[config.mk]
export PLATFORM = sky130hd
export DESIGN_NAME = rbcla_adder
export DESIGN_NICKNAME = d
export VERILOG_FILES = /design/src/rtl/rbcla_pkg.sv /design/src/rtl/rbcla_bitgp.sv /design/src/rtl/rbcla_slice.sv /design/src/rtl/rbcla_chain.sv /design/src/rtl/rbcla_adder.sv
export SDC_FILE = /design/constraint.sdc
export NUM_CORES = 1
export LEC_CHECK = 0
export ABC_AREA = 0
export CAP_MARGIN = 25
export CORE_MARGIN = 4
export CORE_UTILIZATION = 41
export DETAILED_ROUTE_END_ITERATION = 6
export PLACE_DENSITY = 0.9
export RECOVER_POWER = 100
export SYNTH_ARGS = -nofsm -noshare
export SYNTH_HDL_FRONTEND = slang
export SYNTH_SLANG_ARGS = --single-unit
[constraint.sdc]
create_clock -name vclk -period 7.6
set_clock_uncertainty 0.05 [all_clocks]
set_input_delay 1.9 -clock vclk [all_inputs]
set_output_delay 1.9 -clock vclk [all_outputs]
set_load 0.005 [all_outputs]
[src/rtl/rbcla_pkg.sv]
package rbcla_pkg;
   localparam int SLICE_W     = 4;
   localparam int GRP_SLICES  = 4;
   localparam int GRP_MIN_SLC = 5;

   typedef struct packed {
      logic g;
      logic p;
   } gp_t;

   // carry operator: hi is the more significant span
   function automatic gp_t gp_join(input gp_t hi, input gp_t lo);
      gp_t r;
      r.g = hi.g | (lo.g & hi.p);
      r.p = hi.p & lo.p;
      return r;
   endfunction
endpackage

[src/rtl/rbcla_bitgp.sv]
module rbcla_bitgp #(
   parameter int W = 64
) (
   input  logic [W-1:0] a_i,
   input  logic [W-1:0] b_i,
   output logic [W-1:0] g_o,
   output logic [W-1:0] p_o
);
   for (genvar i = 0; i < W; i++) begin : g_bit
      assign g_o[i] = a_i[i] & b_i[i];
      assign p_o[i] = a_i[i] ^ b_i[i];
   end
endmodule

[src/rtl/rbcla_slice.sv]
module rbcla_slice
   import rbcla_pkg::*;
(
   input  logic [SLICE_W-1:0] g_i,
   input  logic [SLICE_W-1:0] p_i,
   input  logic               ci_i,
   output logic [SLICE_W-1:0] cv_o,
   output logic               co_o,
   output gp_t                grp_o
);
   gp_t b0, b1, b2, b3, lo, hi;

   // parallel carries inside the slice
   assign cv_o[0] = ci_i;
   assign cv_o[1] = g_i[0] | (p_i[0] & ci_i);
   assign cv_o[2] = g_i[1] | (p_i[1] & g_i[0]) | (p_i[1] & p_i[0] & ci_i);
   assign cv_o[3] = g_i[2] | (p_i[2] & g_i[1]) | (p_i[2] & p_i[1] & g_i[0])
                  | (p_i[2] & p_i[1] & p_i[0] & ci_i);
   assign co_o    = g_i[3] | (p_i[3] & g_i[2]) | (p_i[3] & p_i[2] & g_i[1])
                  | (p_i[3] & p_i[2] & p_i[1] & g_i[0])
                  | (p_i[3] & p_i[2] & p_i[1] & p_i[0] & ci_i);

   // slice group pair through the carry operator tree
   assign b0 = '{g: g_i[0], p: p_i[0]};
   assign b1 = '{g: g_i[1], p: p_i[1]};
   assign b2 = '{g: g_i[2], p: p_i[2]};
   assign b3 = '{g: g_i[3], p: p_i[3]};
   assign lo = gp_join(b1, b0);
   assign hi = gp_join(b3, b2);
   assign grp_o = gp_join(hi, lo);

   always_comb begin
      if (grp_o.p) begin
         assert_slice_pass_R3: assert (co_o == ci_i)
            else $error("slice with full propagate did not pass its carry");
      end
      if (grp_o.g) begin
         assert_slice_gen_R4: assert (co_o == 1'b1)
            else $error("slice with group generate lost its carry");
      end
   end
endmodule

[src/rtl/rbcla_chain.sv]
module rbcla_chain
   import rbcla_pkg::*;
#(
   parameter int NSLC = 4
) (
   input  logic [SLICE_W*NSLC-1:0] g_i,
   input  logic [SLICE_W*NSLC-1:0] p_i,
   input  logic                    ci_i,
   output logic [SLICE_W*NSLC-1:0] cv_o,
   output logic                    co_o,
   output gp_t                     grp_o
);
   localparam int CW = SLICE_W * NSLC;

   logic [NSLC:0] link;
   gp_t           sgrp [NSLC];

   if (NSLC < 1) begin : g_bad
      $error("rbcla_chain needs at least one slice");
   end

   assign link[0] = ci_i;

   for (genvar s = 0; s < NSLC; s++) begin : g_slc
      rbcla_slice u_slc (
         .g_i   (g_i[s*SLICE_W +: SLICE_W]),
         .p_i   (p_i[s*SLICE_W +: SLICE_W]),
         .ci_i  (link[s]),
         .cv_o  (cv_o[s*SLICE_W +: SLICE_W]),
         .co_o  (link[s+1]),
         .grp_o (sgrp[s])
      );
   end

   assign co_o = link[NSLC];

   always_comb begin
      grp_o = sgrp[0];
      for (int s = 1; s < NSLC; s++) begin
         grp_o = gp_join(sgrp[s], grp_o);
      end
   end

   logic unused_w;
   assign unused_w = ^CW;
endmodule

[src/rtl/rbcla_adder.sv]
module rbcla_adder
   import rbcla_pkg::*;
#(
   parameter int WIDTH = 64
) (
   input  logic [WIDTH-1:0] a_i,
   input  logic [WIDTH-1:0] b_i,
   input  logic             c_i,
   output logic [WIDTH-1:0] sum_o,
   output logic             c_o
);
   localparam int NSLC    = WIDTH / SLICE_W;
   localparam bit USE_GRP = (NSLC >= GRP_MIN_SLC);
   localparam int NGRP    = (NSLC + GRP_SLICES - 1) / GRP_SLICES;
   localparam int LAST_N  = NSLC - GRP_SLICES * (NGRP - 1);
   localparam int GRP_W   = SLICE_W * GRP_SLICES;

   if ((WIDTH < SLICE_W) || ((WIDTH % SLICE_W) != 0)) begin : g_width_chk
      $error("rbcla_adder: WIDTH must be a positive multiple of 4");
   end

   logic [WIDTH-1:0] g_w, p_w, cv_w;

   rbcla_bitgp #(.W(WIDTH)) u_gp (
      .a_i (a_i),
      .b_i (b_i),
      .g_o (g_w),
      .p_o (p_w)
   );

   if (!USE_GRP) begin : g_flat
      gp_t whole;
      rbcla_chain #(.NSLC(NSLC)) u_chain (
         .g_i   (g_w),
         .p_i   (p_w),
         .ci_i  (c_i),
         .cv_o  (cv_w),
         .co_o  (c_o),
         .grp_o (whole)
      );
      always_comb begin
         if (whole.p) begin
            assert_flat_pass_R3: assert (c_o == c_i)
               else $error("full-propagate operands did not pass the carry");
         end
      end
   end else begin : g_two_level
      logic [NGRP:0] gci;
      assign gci[0] = c_i;
      for (genvar k = 0; k < NGRP; k++) begin : g_grp
         localparam int NK = (k == NGRP - 1) ? LAST_N : GRP_SLICES;
         gp_t  ggrp;
         logic rip_co;
         rbcla_chain #(.NSLC(NK)) u_chain (
            .g_i   (g_w[k*GRP_W +: SLICE_W*NK]),
            .p_i   (p_w[k*GRP_W +: SLICE_W*NK]),
            .ci_i  (gci[k]),
            .cv_o  (cv_w[k*GRP_W +: SLICE_W*NK]),
            .co_o  (rip_co),
            .grp_o (ggrp)
         );
         // second-level look-ahead: group pair forms the next group carry
         assign gci[k+1] = ggrp.g | (ggrp.p & gci[k]);
         always_comb begin
            assert_grp_carry_R5: assert (gci[k+1] == rip_co)
               else $error("group look-ahead carry differs from rippled carry");
         end
      end
      assign c_o = gci[NGRP];
   end

   assign sum_o = p_w ^ cv_w;

   always_comb begin
      if ((a_i == '0) && (b_i == '0)) begin
         assert_zero_ops_R6: assert ((sum_o == WIDTH'(c_i)) && !c_o)
            else $error("zero operands gave a wrong result");
      end
   end
endmodule

==> results of run 1 <==
[cells in the mapped netlist, drive strengths merged (2+ instances only)]
master and instances:
a311o 2, nor3 12, ha 64, a21boi 2, a31oi 8, nor4 3
fa 16, nor2 21, o31ai 4, nand2 25, nand4 11, xor2 26
a21oi 33, inv 26, or3 3, and4 2, o311ai 5, o21ai 19
nand3 5, nor2b 3, xnor2 15, a211oi 7, o21bai 5, a221o 4
o21a 5, a21o 20, a211o 5, or4 2, and2 2
[cell type report]
class              count  area, sq um  area share, %
multi-input cells    345         2858          56.49
inverters             26        97.59          1.929
well taps             96        120.1          2.374
repair buffers       200         1983          39.20
[worst min-delay path: stages]
cell and delay, ps:
clkdlybuf4s50_1 460, ha_1 170, xor2_1 70, clkdlybuf4s50_1 440
[path summary, 6_finish.rpt]
kind / endpoint / slack [ps] / cells after the start
setup / recovery: sum_o[53] / 200 / 13
hold / removal: sum_o[59] / 4890 / 4
[through the flow]
step	hold slack, ps	total power [uW]	setup WS (ps)
floorplan	3902	215.7	1282
global placement	4871	473.2	249.0
detailed placement	4876	491.0	112.0
CTS	4887	494.1	117.0
global route	4952	511.5	38.55
finish	4887	466.7	197.2
[power groups by stage]
stage	logic, uW	registers [uW]	clock network, uW
3_5_place_dp	491	0	0
3_3_place_gp	473	0	0
5_1_grt	511	0	0
2_1_floorplan	216	0	0
4_1_cts	494	0	0
6_report	467	0	0
[per-layer routing]
metal	wire [um]	vias up	track usage (%)
li1	-	1819	-
met1	3767	1700	22.95
met2	5643	162	47.45
met3	852	30	4.793
met4	343	0	7.570
met5	0	-	0
[logic make-up after synthesis]
| logic type | share of synthesized area, % |
|---|---|
| buffers and inverters | 3.308 |
| AO/OA/AOI/OAI | 30.62 |
| multiplexers | 0.3393 |
| AND/OR/NAND/NOR | 15.57 |
| adder cells (fa/ha/maj) | 38.00 |
| XOR/XNOR | 12.17 |
==> impl_metrics.json, run 1 <==
{
  "status": "finished clean",
  "areaGrowthSynthToFinish_pct": 71.46,
  "dp_hpwl_um": 9621,
  "synth_cell_type_count": 51,
  "crit_fanout": 5,
  "pwr_density_cell_nw_per_um2": 92.25,
  "final_net_count": 782,
  "cp-start-kind": "input port",
  "antenna_found_initial": 0,
  "syn_area_sq_um": 2950,
  "grt_pass1_wl_um": 17130,
  "worstSetupStartpoint": "a_i[41]",
  "ir_drop_mv": 0.06062,
  "portBuffers": 194,
  "syn_nets": 580,
  "clkPwrFrac_pct": 0,
  "path_buf_inv": 4,
  "post_drt_wl_per_cell_um": 15.90,
  "utilization_pct": 73.24,
  "fillers": 536,
  "p_sw_uw": 198.6,
  "switching_share_pct": 42.56,
  "core-area_sq_um": 6907,
  "post_dp_cell_area_sq_um": 5057,
  "die-area_sq_um": 8617,
  "row_count": 30,
  "synth_top_area_cell": "ha_1",
  "grt_usage_pct": 23.34,
  "worst_pin_slew_ps": 708.9,
  "required_ps": 5650,
  "hold_viol": 0,
  "cp_cell_sequence": "clkdlybuf4s50_1 > ha_1 > a21oi_2 > o21ai_0 > a221o_1 > a31o_1 > nor3_1 > buf_4 > o21a_1 > inv_1 > fa_1 > xor2_1 > dlygate4sd3_1",
  "vias": 3711,
  "design.seq.count": 0,
  "cp_top_family": "buffers and inverters",
  "synthCells": 371,
  "placed_cells": 667,
  "die_x_um": 92.83,
  "yosysSeqAreaShare_pct": 0,
  "grt_pass1_vias": 3938,
  "seq_area_sq_um": 0,
  "clkbuf_count": 0,
  "grt_max_degree": 7,
  "setup_viol": 0,
  "final_cell_mix": "146 x clkdlybuf4s50_1, 64 x ha_1, 48 x dlygate4sd3_1",
  "finalCritPeriodShare_pct": 97.41,
  "routed_wl_um": 10610,
  "yosys_warnings": 0,
  "cpPeakStageDelay_ps": 570,
  "cts_setup_buffers": 0,
  "grt.overflow.total": 0,
  "drv_cap": 0,
  "pwr-share-comb_pct": 100.0,
  "fp.dieH_um": 92.83,
  "end_kind": "output pin",
  "design_area_sq_um": 5059,
  "drc": 0,
  "start_util_pct": 42.72,
  "p_seq_share_pct": 0,
  "critical_path_class": "input port to output pin",
  "gp_congestion": 0.8456,
  "drive_gt1_share_pct": 1.926,
  "synth_top_area_share_pct": 27.14,
  "cts_resized": 0,
  "slew_violations": 0,
  "crit_arrival_ps": 5450,
  "boundaryPins": 194,
  "firstDrtPassIters": 4,
  "antenna_cells": 0,
  "hold_buffers": 0,
  "setup_tns_ps": 0,
  "synth.area.top_cells": "ha_1 27%, fa_1 11%, xor2_1 7.7%",
  "max_freq_mhz": 135.1,
  "min_path_type": "input port to output pin",
  "min_period_ps": 7403,
  "initialDrtViolationCount": 98,
  "hold_path.startpoint": "b_i[59]",
  "cp_slowest_cell": "dlygate4sd3_1",
  "ant_nets": 0,
  "avgSynthCellArea_sq_um": 7.952,
  "final_common_cell": "clkdlybuf4s50_1",
  "power.internal_uw": 268.1,
  "fin_cells": 667,
  "viasPerCell": 5.564,
  "slew_headroom_pct": 52.14,
  "p_leak_uw": 0.002239,
  "rsz0062_at_grt": "no"
}
Power figures use the tool's default switching activity.
==> inputs of run 2 (changes only) <==
GPL_ROUTABILITY_DRIVEN = 0   (was default)
PLACE_DENSITY = 0.88   (was 0.9)
==> run 2 against run 1 <==
  * Die area stayed put
  * Utilization increased by 0.054 points
  * Critical path depth fell by 1
  * Maximum frequency grew 0.35%
  * Largest cell class unchanged
==> impl_metrics.json, run 2 (synthesized netlist as in run 1, its figures left out) <==
{
  "ir_drop_mv": 0.05076,
  "seq_area_sq_um": 0,
  "required_ps": 5650,
  "grt_usage_pct": 21.11,
  "setup_viol": 0,
  "die-area_sq_um": 8617,
  "boundaryPins": 194,
  "pwr-share-comb_pct": 100.0,
  "critical_path_class": "input port to output pin",
  "status": "finished clean",
  "drc": 0,
  "drive_gt1_share_pct": 1.923,
  "placed_cells": 668,
  "grt.overflow.total": 0,
  "crit_arrival_ps": 5430,
  "hold_viol": 0,
  "p_seq_share_pct": 0,
  "areaGrowthSynthToFinish_pct": 71.59,
  "hold_buffers": 0,
  "max_freq_mhz": 135.6,
  "switching_share_pct": 41.47,
  "post_dp_cell_area_sq_um": 5065,
  "cpPeakStageDelay_ps": 470,
  "ant_nets": 0,
  "setup_tns_ps": 0,
  "path_depth": 12,
  "cp_cell_sequence": "clkdlybuf4s50_1 > ha_1 > and4_1 > nand4_1 > or4_4 > a211oi_4 > nor3_1 > buf_4 > o31ai_2 > a21o_1 > fa_1 > clkdlybuf4s50_1",
  "antenna_found_initial": 0,
  "slew_headroom_pct": 56.99,
  "viasPerCell": 5.518,
  "grt_pass1_wl_um": 15570,
  "finalCritPeriodShare_pct": 97.06,
  "multiInputGateArea_sq_um": 2858,
  "utilization_pct": 73.30,
  "portBuffers": 194,
  "power.internal_uw": 272.5,
  "antenna_cells": 0,
  "grt_pass1_vias": 3734,
  "pwr_density_cell_nw_per_um2": 91.97,
  "cp-start-kind": "input port",
  "final_cell_mix": "159 x clkdlybuf4s50_1, 64 x ha_1, 35 x dlygate4sd3_1",
  "firstDrtPassIters": 4,
  "core-area_sq_um": 6907,
  "start_util_pct": 42.72,
  "crit_top_cell": "clkdlybuf4s50_1",
  "die_x_um": 92.83,
  "post_drt_wl_per_cell_um": 14.81,
  "fillers": 565,
  "clkPwrFrac_pct": 0,
  "min_period_ps": 7377,
  "clkbuf_count": 0,
  "cp_top_family": "buffers and inverters",
  "p_sw_uw": 193.1,
  "hold_ws_ps": 4889,
  "crit_fanout": 5,
  "routed_wl_um": 9890,
  "rsz0062_at_grt": "no",
  "fp.dieH_um": 92.83,
  "path_buf_inv": 3,
  "grt_max_degree": 7,
  "end_kind": "output pin",
  "fin_cells": 668,
  "vias": 3686,
  "design.seq.count": 0,
  "cp_slowest_cell": "or4_4",
  "row_count": 30,
  "dp_hpwl_um": 9005,
  "p_leak_uw": 0.002238,
  "holdPathStages": 4,
  "initialDrtViolationCount": 80,
  "slew_violations": 0,
  "worst_pin_slew_ps": 637.1,
  "final_net_count": 783,
  "final_common_cell": "clkdlybuf4s50_1",
  "min_path_type": "input port to output pin",
  "design_area_sq_um": 5062,
  "drv_cap": 0
}
## run 2: cell count changes in the layout (fill, tap and decap cells not counted)
cell             previous run  this run
dlygate4sd3_1              48        35
clkdlybuf4s50_1           146       159
clkbuf_1                    1         2
and2_0                      1         0
and2_1                      1         2
## run 2: path summary, 6_finish.rpt
| check | start | to | slack (ps) |
|---|---|---|---|
| max | b_i[20] | sum_o[60] | 220 |
| min | b_i[61] | sum_o[61] | 4890 |
## run 2: area by class of cell
| type | instances | share of cell area [%] |
|---|---|---|
| timing repair buffer | 201 | 39.25 |
| tap | 96 | 2.373 |
| multi-input combinational | 345 | 56.45 |
| inverter | 26 | 1.928 |
## run 2: stage by stage
stage,total power [uW],worst slack (ps)
after CTS,487.8,194.1
after floorplan,215.7,1282
final,465.6,223.2
after global placement,472.5,266.5
after detailed placement,484.8,203.6
after global routing,510.4,10.48
## run 2: repair_timing
item | CTS | global route
buffers inserted | 0 | 0
setup endpoints to repair | 0 | 1
endpoints found under the hold margin | 0 | 0
gates resized for setup | 0 | 1
## run 2: power by group through the flow
stage	registers (uW)	clock network (uW)	logic (uW)
after floorplan	0	0	216
after CTS	0	0	488
after global placement	0	0	473
final	0	0	466
after detailed placement	0	0	485
after global routing	0	0	510
## run 2: per-layer routing
metal	GRT usage (%)	share of wire, %	wire, um	up-vias
met5	0	0	0	-
met4	4.274	2.2	221	0
met3	4.955	8.6	851	20
met2	42.11	51	5085	152
met1	22.07	38	3731	1683
li1	-	-	-	1831
==> inputs of run 3 (changes only) <==
--- a/config.mk
+++ b/config.mk
@@ -8,5 +8,5 @@
 export ABC_AREA = 0
 export CAP_MARGIN = 25
-export CORE_MARGIN = 4
+export CORE_MARGIN = 2
 export CORE_UTILIZATION = 41
 export DETAILED_ROUTE_END_ITERATION = 6
==> constraint.sdc (replaced) <==
create_clock -name vclk -period 7.6
set_clock_uncertainty 0.05 [all_clocks]
set_input_delay 1.9 -clock vclk [all_inputs]
set_output_delay 1.9 -clock vclk [all_outputs]
set_load 0.02 [all_outputs]
==> run 3 against run 2 <==
  * Maximum frequency down 0.69%
  * Cell count up 0.15%
  * Die area fell by 8.4%
  * Non-clock buffer count is 1 higher
  * Total power up 22%
  * Worst hold slack worse by 240 ps
  * Setup slack worse by 51 ps
  * Cell area up 0.59%
  * Critical path type unchanged
==> impl_metrics.json, run 3 (synthesized netlist as in run 1, its figures left out) <==
{
  "vias": 3687,
  "required_ps": 5650,
  "slew_violations": 0,
  "max_freq_mhz": 134.6,
  "dp_hpwl_um": 9149,
  "drc": 0,
  "placed_cells": 669,
  "post_dp_cell_area_sq_um": 5072,
  "p_leak_uw": 0.002261,
  "grt.overflow.total": 0,
  "drv_cap": 0,
  "crit_fanout": 4,
  "boundaryPins": 194,
  "path_buf_inv": 2,
  "grt_max_degree": 7,
  "worst_pin_slew_ps": 660.2,
  "worstSetupStartpoint": "a_i[8]",
  "initialDrtViolationCount": 90,
  "pwr_density_cell_nw_per_um2": 111.4,
  "design_area_sq_um": 5092,
  "status": "finished clean",
  "cp-start-kind": "input port",
  "grt_pass1_vias": 3727,
  "path_depth": 11,
  "switching_share_pct": 50.53,
  "min_period_ps": 7428,
  "pwr-share-comb_pct": 100.0,
  "p_total_uw": 567.4,
  "p_sw_uw": 286.7,
  "min_path_type": "input port to output pin",
  "hold_buffers": 0,
  "final_net_count": 784,
  "seq_area_sq_um": 0,
  "cp_slowest_cell": "nor4_1",
  "p_seq_share_pct": 0,
  "clkbuf_count": 0,
  "cp_top_family": "buffers and inverters",
  "holdPathStages": 4,
  "ant_nets": 0,
  "firstDrtPassIters": 4,
  "end_kind": "output pin",
  "critical_path_class": "input port to output pin",
  "start_util_pct": 42.95,
  "antenna_cells": 0,
  "post_drt_wl_per_cell_um": 15.30,
  "power.internal_uw": 280.7,
  "design.seq.count": 0,
  "fin_cells": 669,
  "final_common_cell": "clkdlybuf4s50_1",
  "grt_pass1_wl_um": 16000,
  "slew_headroom_pct": 55.58,
  "cpPeakStageDelay_ps": 620,
  "die-area_sq_um": 7891,
  "crit_arrival_ps": 5480,
  "hold_path.startpoint": "b_i[61]",
  "die_x_um": 88.83,
  "portBuffers": 194,
  "row_count": 30,
  "routed_wl_um": 10240,
  "viasPerCell": 5.511,
  "drive_gt1_share_pct": 2.618,
  "setup_viol": 0,
  "final_cell_mix": "165 x clkdlybuf4s50_1, 64 x ha_1, 31 x a21oi_1",
  "areaGrowthSynthToFinish_pct": 72.60,
  "antenna_found_initial": 0,
  "hold_viol": 0,
  "grt_usage_pct": 24.42,
  "clkPwrFrac_pct": 0,
  "crit_top_cell": "clkdlybuf4s50_1",
  "fp.dieH_um": 88.83,
  "core-area_sq_um": 6869,
  "finalCritPeriodShare_pct": 97.74,
  "ir_drop_mv": 0.07880,
  "cp_cell_sequence": "clkdlybuf4s50_1 > ha_1 > nand4_1 > nor4_1 > a21oi_4 > a211oi_4 > nor3_2 > o31ai_2 > a21o_1 > fa_1 > clkdlybuf4s50_1"
}
## run 3: tightest hold or removal path, stage by stage
cell	delay, ps
clkdlybuf4s50_1	460
ha_1	170
xor2_1	70
dlymetal6s2s_1	200
## run 3: area by class of cell
type                       instances  area (sq um)
fill                             519          1777
timing repair buffer             202          2004
tap                               96         120.1
inverter                          26         97.59
multi-input combinational        345          2870
## run 3: path summary, 6_finish.rpt
path / endpoint / slack [ps]
worst max-delay path: sum_o[60] / 170
worst min-delay path: sum_o[61] / 4650
## run 3: timing repair
item / in CTS / in global routing
resized for setup: 0 / 4
setup endpoints to repair: 0 / 10
buffers inserted: 0 / 0
## run 3: power by group through the flow
stage               sequential [uW]  combinational, uW  clock (uW)
floorplan                         0                312           0
global placement                  0                561           0
detailed placement                0                577           0
CTS                               0                580           0
global route                      0                612           0
finish                            0                567           0
## run 3: metal layers
layer / share of wire (%) / track usage, %
met1: 38 / 26.97
met2: 54 / 49.66
met3: 6.5 / 2.612
met4: 1.4 / 4.270
met5: 0 / 0
## run 3: metrics by stage
step	TNS [ps]	setup WS [ps]	util (%)	hold slack, ps
6_report	0	172.1	74.13	4647
5_1_grt	-31.40	-31.40	74.13	4694
4_1_cts	0	49.21	73.84	4970
3_5_place_dp	0	59.43	73.84	4964
3_3_place_gp	0	125.1	73.84	4944
2_1_floorplan	0	1079	-	4006
